## config.mk

```make
export PLATFORM = sky130hd
export DESIGN_NAME = proto_header_exec
export DESIGN_NICKNAME = d
export VERILOG_FILES = /design/src/rtl/phi_pkg.sv /design/src/rtl/phi_datapath.sv /design/src/rtl/phi_control.sv /design/src/rtl/proto_header_exec.sv
export SDC_FILE = /design/constraint.sdc
export NUM_CORES = 1
export LEC_CHECK = 0
export BUFFER_PORTS_ARGS = -buffer_cell sky130_fd_sc_hd__buf_2
export CAP_MARGIN = 20
export CORE_ASPECT_RATIO = 0.75
export CORE_UTILIZATION = 35
export DETAILED_ROUTE_END_ITERATION = 6
export SLEW_MARGIN = 0
export SYNTH_ARGS = -nofsm -noshare
export SYNTH_HDL_FRONTEND = slang
export SYNTH_HIERARCHICAL = 1
export SYNTH_SLANG_ARGS = --single-unit
```

## constraint.sdc

```tcl
create_clock -name clk -period 1.9 [get_ports clk]
set_input_delay 0.19 -clock clk [delete_from_list [all_inputs] [get_ports clk]]
set_output_delay 0.19 -clock clk [all_outputs]
set_load 0.005 [all_outputs]
```

## src/rtl/phi_pkg.sv

```systemverilog
package phi_pkg;

  localparam logic [1:0] MODE_PROTOCOL = 2'd2;

  localparam logic [3:0] CMD_DATA      = 4'd0;
  localparam logic [3:0] CMD_CPU_ON    = 4'd1;
  localparam logic [3:0] CMD_CPU_OFF   = 4'd2;
  localparam logic [3:0] CMD_SES_ON    = 4'd3;
  localparam logic [3:0] CMD_SES_OFF   = 4'd4;
  localparam logic [3:0] CMD_LINK_ONE  = 4'd5;
  localparam logic [3:0] CMD_LINK_ALL  = 4'd6;
  localparam logic [3:0] CMD_ARM       = 4'd7;

  localparam logic [1:0] ERR_ADDR  = 2'd0;
  localparam logic [1:0] ERR_CMD   = 2'd1;
  localparam logic [1:0] ERR_SAFE  = 2'd2;
  localparam logic [1:0] ERR_SHORT = 2'd3;

  // control -> datapath strobes
  typedef struct packed {
    logic hdrTake;
    logic hdrClear;
    logic fwdData;
    logic fwdEop;
  } dpStrobe_t;

endpackage

```

## src/rtl/phi_datapath.sv

```systemverilog
module phi_datapath
  import phi_pkg::*;
#(
  parameter int CHAR_W    = 8,
  parameter int HDR_BYTES = 4,
  localparam int CNT_W    = $clog2(HDR_BYTES)
) (
  input  logic              clk,
  input  logic              rstN,
  input  dpStrobe_t         strobe,
  input  logic [CHAR_W-1:0] rxData,
  output logic [CNT_W-1:0]  hdrCnt,
  output logic [CHAR_W-1:0] hdrAddrWork,
  output logic [CHAR_W-1:0] hdrCtrlWork,
  output logic [CHAR_W-1:0] hdrTid,
  output logic [CHAR_W-1:0] hdrCtrl,
  output logic              fifoWrEn,
  output logic [CHAR_W-1:0] fifoWrData,
  output logic              fifoWrEop
);

  localparam logic [CNT_W-1:0] LAST_POS = CNT_W'(HDR_BYTES - 1);

  logic [CHAR_W-1:0] tidWork;

  always_ff @(posedge clk) begin
    if (!rstN) begin
      hdrCnt      <= '0;
      hdrAddrWork <= '0;
      hdrCtrlWork <= '0;
      tidWork     <= '0;
      hdrTid      <= '0;
      hdrCtrl     <= '0;
    end else if (strobe.hdrClear) begin
      hdrCnt <= '0;
    end else if (strobe.hdrTake) begin
      hdrCnt <= (hdrCnt == LAST_POS) ? '0 : hdrCnt + 1'b1;
      case (hdrCnt)
        CNT_W'(0): hdrAddrWork <= rxData;
        CNT_W'(1): hdrCtrlWork <= rxData;
        CNT_W'(2): tidWork     <= rxData;
        default:   ;
      endcase
      if (hdrCnt == LAST_POS) begin
        hdrTid  <= tidWork;
        hdrCtrl <= hdrCtrlWork;
      end
    end
  end

  always_ff @(posedge clk) begin
    if (!rstN) begin
      fifoWrEn   <= 1'b0;
      fifoWrData <= '0;
      fifoWrEop  <= 1'b0;
    end else begin
      fifoWrEn   <= strobe.fwdData | strobe.fwdEop;
      fifoWrData <= strobe.fwdData ? rxData : '0;
      fifoWrEop  <= strobe.fwdEop;
    end
  end

  // header bytes never reach the FIFO
  assert_hdr_silent_R3: assert property (@(posedge clk) disable iff (!rstN)
    strobe.hdrTake |=> !fifoWrEn);

endmodule

```

## src/rtl/phi_control.sv

```systemverilog
module phi_control
  import phi_pkg::*;
#(
  parameter int CHAR_W    = 8,
  parameter int HDR_BYTES = 4,
  parameter int SES_N     = 4,
  localparam int CNT_W    = $clog2(HDR_BYTES)
) (
  input  logic              clk,
  input  logic              rstN,
  input  logic [1:0]        mode,
  input  logic [CHAR_W-1:0] chanAddr,
  input  logic              rxValid,
  input  logic              rxIsEop,
  input  logic [CNT_W-1:0]  hdrCnt,
  input  logic [CHAR_W-1:0] hdrAddrWork,
  input  logic [CHAR_W-1:0] hdrCtrlWork,
  output dpStrobe_t         strobe,
  output logic              errStrobe,
  output logic [1:0]        errCause,
  output logic              cpuResetN,
  output logic [SES_N-1:0]  sesN,
  output logic              linkRstOne,
  output logic              linkRstAll,
  output logic              safeArmed
);

  localparam logic [CNT_W-1:0] LAST_POS = CNT_W'(HDR_BYTES - 1);

  typedef enum logic [1:0] {ST_HDR, ST_PASS, ST_DROP} rxState_e;
  rxState_e state, stateNext;

  logic              isProto, dataTok, eopTok;
  logic              addrOk, cmdValid, dangerCmd;
  logic [3:0]        cmd;
  logic [SES_N-1:0]  sesMask;
  logic              doErr, doExec;
  logic [1:0]        causeNext;

  assign isProto   = (mode == MODE_PROTOCOL);
  assign dataTok   = rxValid & ~rxIsEop;
  assign eopTok    = rxValid & rxIsEop;
  assign cmd       = hdrCtrlWork[3:0];
  assign sesMask   = hdrCtrlWork[4 +: SES_N];
  assign addrOk    = (hdrAddrWork == chanAddr);
  assign cmdValid  = ~cmd[3];
  assign dangerCmd = (cmd == CMD_CPU_ON) || (cmd == CMD_LINK_ONE) || (cmd == CMD_LINK_ALL);

  always_comb begin
    strobe    = '0;
    stateNext = state;
    doErr     = 1'b0;
    doExec    = 1'b0;
    causeNext = ERR_ADDR;
    if (!isProto) begin
      strobe.hdrClear = 1'b1;
      strobe.fwdData  = dataTok;
      strobe.fwdEop   = eopTok;
      stateNext       = ST_HDR;
    end else begin
      unique case (state)
        ST_HDR: begin
          if (dataTok) begin
            strobe.hdrTake = 1'b1;
            if (hdrCnt == LAST_POS) begin
              stateNext = ST_DROP;
              if (!addrOk) begin
                doErr = 1'b1; causeNext = ERR_ADDR;
              end else if (!cmdValid) begin
                doErr = 1'b1; causeNext = ERR_CMD;
              end else if (dangerCmd && !safeArmed) begin
                doErr = 1'b1; causeNext = ERR_SAFE;
              end else begin
                doExec = 1'b1;
                if (cmd == CMD_DATA) stateNext = ST_PASS;
              end
            end
          end else if (eopTok) begin
            strobe.hdrClear = 1'b1;
            if (hdrCnt != '0) begin
              doErr = 1'b1; causeNext = ERR_SHORT;
            end
          end
        end
        ST_PASS: begin
          strobe.fwdData = dataTok;
          if (eopTok) begin
            strobe.fwdEop   = 1'b1;
            strobe.hdrClear = 1'b1;
            stateNext       = ST_HDR;
          end
        end
        default: begin
          if (eopTok) begin
            strobe.hdrClear = 1'b1;
            stateNext       = ST_HDR;
          end
        end
      endcase
    end
  end

  always_ff @(posedge clk) begin
    if (!rstN) begin
      state      <= ST_HDR;
      errStrobe  <= 1'b0;
      errCause   <= ERR_ADDR;
      linkRstOne <= 1'b0;
      linkRstAll <= 1'b0;
      cpuResetN  <= 1'b1;
      sesN       <= '1;
      safeArmed  <= 1'b0;
    end else begin
      state      <= stateNext;
      errStrobe  <= doErr;
      if (doErr) errCause <= causeNext;
      linkRstOne <= doExec && (cmd == CMD_LINK_ONE);
      linkRstAll <= doExec && (cmd == CMD_LINK_ALL);
      if (doExec) begin
        case (cmd)
          CMD_CPU_ON:  cpuResetN <= 1'b0;
          CMD_CPU_OFF: cpuResetN <= 1'b1;
          CMD_SES_ON:  sesN      <= sesN & ~sesMask;
          CMD_SES_OFF: sesN      <= sesN | sesMask;
          CMD_ARM:     safeArmed <= 1'b1;
          default:     ;
        endcase
        if (dangerCmd) safeArmed <= 1'b0;
      end
    end
  end

  assert_bypass_quiet_R2: assert property (@(posedge clk) disable iff (!rstN)
    $past(mode != MODE_PROTOCOL) |-> !errStrobe && !linkRstOne && !linkRstAll);
  assert_disarm_after_use_R7: assert property (@(posedge clk) disable iff (!rstN)
    $fell(cpuResetN) |-> !safeArmed);
  assert_armed_before_use_R8: assert property (@(posedge clk) disable iff (!rstN)
    $fell(cpuResetN) |-> $past(safeArmed));
  assert_link_pulse_R11: assert property (@(posedge clk) disable iff (!rstN)
    (linkRstOne || linkRstAll) |=> !(linkRstOne || linkRstAll));
  assert_err_pulse_R13: assert property (@(posedge clk) disable iff (!rstN)
    errStrobe |=> !errStrobe);
  assert_one_event_R13: assert property (@(posedge clk) disable iff (!rstN)
    $onehot0({errStrobe, linkRstOne, linkRstAll}));

endmodule

```

## src/rtl/proto_header_exec.sv

```systemverilog
module proto_header_exec
  import phi_pkg::*;
#(
  parameter int CHAR_W    = 8,
  parameter int HDR_BYTES = 4,
  parameter int SES_N     = 4,
  localparam int CNT_W    = $clog2(HDR_BYTES)
) (
  input  logic              clk,
  input  logic              rstN,
  input  logic [1:0]        mode,
  input  logic [CHAR_W-1:0] chanAddr,
  input  logic              rxValid,
  input  logic              rxIsEop,
  input  logic [CHAR_W-1:0] rxData,
  output logic              fifoWrEn,
  output logic [CHAR_W-1:0] fifoWrData,
  output logic              fifoWrEop,
  output logic              errStrobe,
  output logic [1:0]        errCause,
  output logic [CHAR_W-1:0] hdrTid,
  output logic [CHAR_W-1:0] hdrCtrl,
  output logic              cpuResetN,
  output logic [SES_N-1:0]  sesN,
  output logic              linkRstOne,
  output logic              linkRstAll,
  output logic              safeArmed
);

  dpStrobe_t         strobe;
  logic [CNT_W-1:0]  hdrCnt;
  logic [CHAR_W-1:0] hdrAddrWork;
  logic [CHAR_W-1:0] hdrCtrlWork;

  phi_control #(.CHAR_W(CHAR_W), .HDR_BYTES(HDR_BYTES), .SES_N(SES_N)) i_control (
    .clk(clk), .rstN(rstN), .mode(mode), .chanAddr(chanAddr),
    .rxValid(rxValid), .rxIsEop(rxIsEop), .hdrCnt(hdrCnt),
    .hdrAddrWork(hdrAddrWork), .hdrCtrlWork(hdrCtrlWork), .strobe(strobe),
    .errStrobe(errStrobe), .errCause(errCause), .cpuResetN(cpuResetN),
    .sesN(sesN), .linkRstOne(linkRstOne), .linkRstAll(linkRstAll),
    .safeArmed(safeArmed)
  );

  phi_datapath #(.CHAR_W(CHAR_W), .HDR_BYTES(HDR_BYTES)) i_datapath (
    .clk(clk), .rstN(rstN), .strobe(strobe), .rxData(rxData),
    .hdrCnt(hdrCnt), .hdrAddrWork(hdrAddrWork), .hdrCtrlWork(hdrCtrlWork),
    .hdrTid(hdrTid), .hdrCtrl(hdrCtrl), .fifoWrEn(fifoWrEn),
    .fifoWrData(fifoWrData), .fifoWrEop(fifoWrEop)
  );

endmodule

```

== Yosys cells after proc, flatten, opt, wreduce, memory -nomap -nowiden ==
Index checks and enable logic that the tools add are counted.
Storage, ports and cells
  register bits after elaboration: 65
  bits of input ports: 22
  output and inout port bits: 37
Operators by class
  muxes and demuxes: 46
  reductions and logical operators: 25
  eq/ne operators: 15
  bitwise gates (word level): 9
  add/subtract/negate cells: 1
Operators with widths (count)
  2-bit two-way mux: 19
  1-bit two-way mux: 24
  4-bit by 3-bit equality test with 1-bit output (second input constant): 4
  3-bit AND reduction: 5
  2-bit AND reduction: 5
  2-bit nonzero test: 5
  4-bit by 2-bit equality test with 1-bit output (second input constant): 2
  8-bit equality test: 1
  4-bit one-hot mux with 2 select lines: 1
  2-bit equality test (second input constant): 3
  4-bit bitwise AND: 1
  2-bit by 1-bit equality test with 1-bit output (second input constant): 2
  4-bit by 1-bit equality test with 1-bit output (second input constant): 1
  2-bit logical NOT: 2
  4-bit logical NOT: 1
  2-bit by 1-bit != test with 1-bit output (second input constant): 2
  4-bit NOT: 1
  4-bit OR: 1
  1-bit logical AND: 3
  3-bit two-way mux: 1
  1-bit NOT: 3
  2-bit by 1-bit adder with 2-bit output (second input constant): 1
  1-bit bitwise AND: 2
  1-bit logical OR: 2
  other kinds (4): 4

== Longest topological paths before layout ==
  depth in word-level cells: 12
  mapped depth: 7

== Modules after synthesis ==
Netlist, hierarchy kept.
By module, submodules not included
  phi_datapath: area each 1885.6 um2, cells an instance 177, times used 1, sequential area each 1041.0 um2
  phi_control: area each 787.0 um2, cells an instance 95, times used 1, sequential area each 260.2 um2

== Worst setup path after synthesis ==
Ideal clock, no wire load.
  kind: register to register
  start point: register i_control.state[0]
  end point: register i_control.safeArmed
  data arrival time: 1.896 ns
  required time: 1.814 ns
  cell stages (with the launch flop): 6
  clock period less this slack: 1.982 ns
  setup time: 0.086 ns
  slack: -0.082 ns
  cells stage by stage: dfxtp_1 > or4b_4 > or4_4 > nor4_4 > a41oi_1 > a211oi_1
Between the ends
  word-level cells in the longest chain between the ends: 4
Ends and longest elaborated chain
  start: declaration: line phi_control.sv:31  | rxState_e state, stateNext;
  start signal: assignment: line phi_control.sv:114  | state <= stateNext;
  2-bit logical NOT: line phi_control.sv:61  | unique case (state)
  1-bit two-way mux: line phi_control.sv:61
  1-bit two-way mux: line phi_control.sv:55  | if (!isProto) begin
  2-bit AND reduction (no line)
  end signal: assignment: line phi_control.sv:112  | safeArmed <= 1'b0;
  end signal: assignment: line phi_control.sv:125  | CMD_ARM: safeArmed <= 1'b1;
  end signal: assignment: line phi_control.sv:128  | if (dangerCmd) safeArmed <= 1'b0;
  end: declaration: line phi_control.sv:25  | output logic safeArmed
No other way between the ends.
A chain may end at the register's enable or synchronous reset.

== Final worst setup path ==
  start point: register i_control.state[0]
  end point: register i_control.cpuResetN
Between the ends
  word-level cells in the longest chain between the ends: 4
Ends and longest elaborated chain
  2-bit logical NOT: line phi_control.sv:61
  1-bit two-way mux: line phi_control.sv:61
  1-bit two-way mux: line phi_control.sv:55
  2-bit AND reduction (no line)
  end signal: assignment: line phi_control.sv:110  | cpuResetN <= 1'b1;
  end signal: assignment: line phi_control.sv:121  | CMD_CPU_ON: cpuResetN <= 1'b0;
  end signal: assignment: line phi_control.sv:122  | CMD_CPU_OFF: cpuResetN <= 1'b1;
  end: declaration: line phi_control.sv:21  | output logic cpuResetN,
No other way between the ends.

==> reports/qor.yml <==
status: "complete, but fails checks"
violations: "setup timing"
cts_buffer_depth: 2
clk_pin_slew_ns: 0.07
syn_nets: 298
cap_violations: 0
ys_async_sr_fraction_pct: 0
tightestPinTransition_ns: 0.3860
ys_seq_area_share_pct: 48.69
synth_commonest_cells: "dfxtp_1 (65), nand2_1 (56), mux2i_1 (45)"
antenna_found_initial: 0
avgSynthCellArea_um2: 9.826
synth_top_cell_by_area: "dfxtp_1"
p_per_area_nw_per_um2: 815.0
fillCellCount: 733
synth-compound-area-share_pct: 4.635
yosys_warnings: 6
die-area_um2: 7993
synthTopCellsByArea: "dfxtp_1 (49%), mux2i_1 (17%), nand2_1 (7.9%), xnor2_1 (2.6%), and3_1 (1.9%)"
numCtsBuffers: 9
post-route-period-util_pct: 103.8
io_buffers: 58
finalSetupViolCount: 3
ys_types: 39
synthSimpleGateAreaFrac_pct: 21.40
synth_edf_count: 0
grt_pass1_vias: 2046
worst_ep_required_time_ns: 2.17
dominantRegCellSynth: "dfxtp_1"
rsz0062_at_grt: "yes"
yosys.area_share.adder_pct: 1.873
diodes: 0
hold_depth: 2
synth.mux.area_fraction_pct: 16.85
path_max_fanout: 3
drtPass1Iterations: 4
slew_headroom_pct: 74.26
route.detailed.wl_per_inst_um: 13.13
drc_errors: 0
multiInputGateArea_um2: 1277
place.gp.congestion: 0.7934
ios: 59
syn_area_um2: 2673
viasPerCell: 4.698
p_leak_nw: 1.710
worstPathArrival_ns: 2.24
core_um2: 7365
placed_cell_area_um2: 3173
ctsHoldBuffers: 0
place_ws_ns: -0.1013
rr_worst_depth: 6
ant_nets: 0
syn_inst: 272
postCtsSetupRepairBufs: 0
hold_class: "input port to flip-flop"
design_area_um2: 3401
cts_tree: "built"
dpl.hpwl_um: 4423
cp-end-kind: "flip-flop"
drt_iter0_drc: 95
grt_usage_pct: 16.28
dp_cells: 440
final_cell_count_no_fill: 454
fp-row-count: 27
grt_first_pass_wirelength_um: 9763
htreeDepth: 3
grt-ovfl-total: 0
clock-sinks: 65
seqCellArea_um2: 1303
insertion_delay_ns: 0.34
routed-via-count: 2133
timing.final.ws_setup_ns: -0.07227
synth_top_family_by_area: "simple AND/OR/NAND/NOR gates"
final_nets: 376
start_kind: "flip-flop"
synth_top_area_share_pct: 48.69
die_y_um: 77.68
drive_above_1_share_pct: 29.75
syn2layout_area_growth_pct: 27.25
min_period_ns: 1.972
irDropWorstVdd_v: 0.0004564
wirelength_um: 5963
fmax_ghz: 0.5070
ys_ff_latch: 65
synth_xor_area_share_pct: 2.622
root_buffer: "clkbuf_8"
die_w_um: 102.9
synth.most_common_cell: "dfxtp_1"
drv_slew: 0
hold_violations: 0
path_class: "flip-flop to flip-flop"
clock-skew-final_ns: 0.007950
start_util_pct: 36.29
grt_max_degree: 28
==> power breakdown <==
group | leakage (nW) | internal, mW | total, mW | switching, mW
Combinational | 1.07 | 0.0496 | 0.120 | 0.0703
Clock | 0.111 | 0.793 | 1.28 | 0.487
Sequential | 0.525 | 1.37 | 1.37 | 0.00195
==> metrics by stage <==
step	utilization [%]	power (mW)	TNS, ns	hold slack (ns)
after detailed placement	43.09	1.522	-0.2293	0.4304
after global routing	46.18	2.891	-0.5581	0.07964
after floorplan	-	1.464	-0.1110	0.3359
after global placement	43.09	1.522	-0.2193	0.4324
final	46.18	2.772	-0.1767	0.09045
after CTS	46.18	2.806	-0.2754	0.07539
==> path summary, 6_finish.rpt <==
check	startpoint	endpoint	slack (ns)
setup / recovery	i_control/state[0]	i_control/cpuResetN	-0.07
hold / removal	rxData[2]	i_datapath/fifoWrData[2]	0.09
setup reg to reg	i_control/state[0]	i_control/cpuResetN	-0.07
hold reg to reg	i_datapath/hdrCtrl[2]	i_datapath/hdrCtrl[2]	0.46
==> per-layer routing <==
layer	share of wire, %	vias to the layer above	GRT usage [%]
met1	50	982	21.36
met5	0	-	0
li1	-	1088	-
met2	44	59	24.73
met3	6.4	4	6.757
met4	0.45	0	3.803
==> critical path, cell delays in order (launching register included) <==
cell	delay (ns)
dfxtp_2	0.32
or4b_4	0.53
or4_4	0.51
nor4_4	0.19
buf_4	0.17
a311oi_1	0.08
a21oi_1	0.11
==> registers in the layout, indices dropped and copies added (netlist names), 2 cells and up, named ones only <==
signal / flops
i_datapath/hdrTid: 8
i_datapath/hdrCtrl: 8
i_datapath/fifoWrData: 8
i_datapath/hdrCtrlWork: 8
i_control/state: 2
i_datapath/hdrAddrWork: 8
i_datapath/hdrCnt: 2
i_control/errCause: 2
i_datapath/tidWork: 8
==> what timing repair did <==
| item | 4_1_cts | 5_1_grt |
|---|---|---|
| resized for setup | 2 | 0 |
| pin swaps | 1 | 2 |
| setup endpoints to repair | 7 | 8 |
==> layout make-up <==
class                           count  share of cell area, %
Sequential cell                    65                  38.30
Timing Repair Buffer               80                  13.39
Inverter                            6                 0.6623
Clock inverter                      3                  1.913
Tap cell                          101                  3.716
Multi-Input combinational cell    188                  37.56
Clock buffer                       11                  4.452
==> cells by family after synthesis <==
kind of cell    Yosys count
compound gates           17
xor+xnor                  8
fa+ha+maj                 4
buf+inv                  19
flops                    65
mux                      45
simple gates            114
==> placed cells by master, fill, tap and decap left out, types with 2 or more instances in the layout <==
| cell type | n |
|---|---|
| clkbuf_8 | 11 |
| o21ai_0 | 2 |
| and2_1 | 2 |
| a21oi_1 | 6 |
| and3_1 | 8 |
| buf_2 | 58 |
| nand4_1 | 2 |
| buf_4 | 22 |
| nand2b_1 | 4 |
| xnor2_1 | 8 |
| nand2_1 | 56 |
| inv_1 | 6 |
| dfxtp_1 | 64 |
| o221a_2 | 2 |
| mux2i_1 | 45 |
| nor3_1 | 5 |
| nor2b_1 | 2 |
| nor2_1 | 12 |
| nand3_1 | 8 |
| ha_1 | 4 |
| bufinv_16 | 2 |
| nand3b_1 | 5 |
Note: power is estimated with default switching activity, not from simulation.
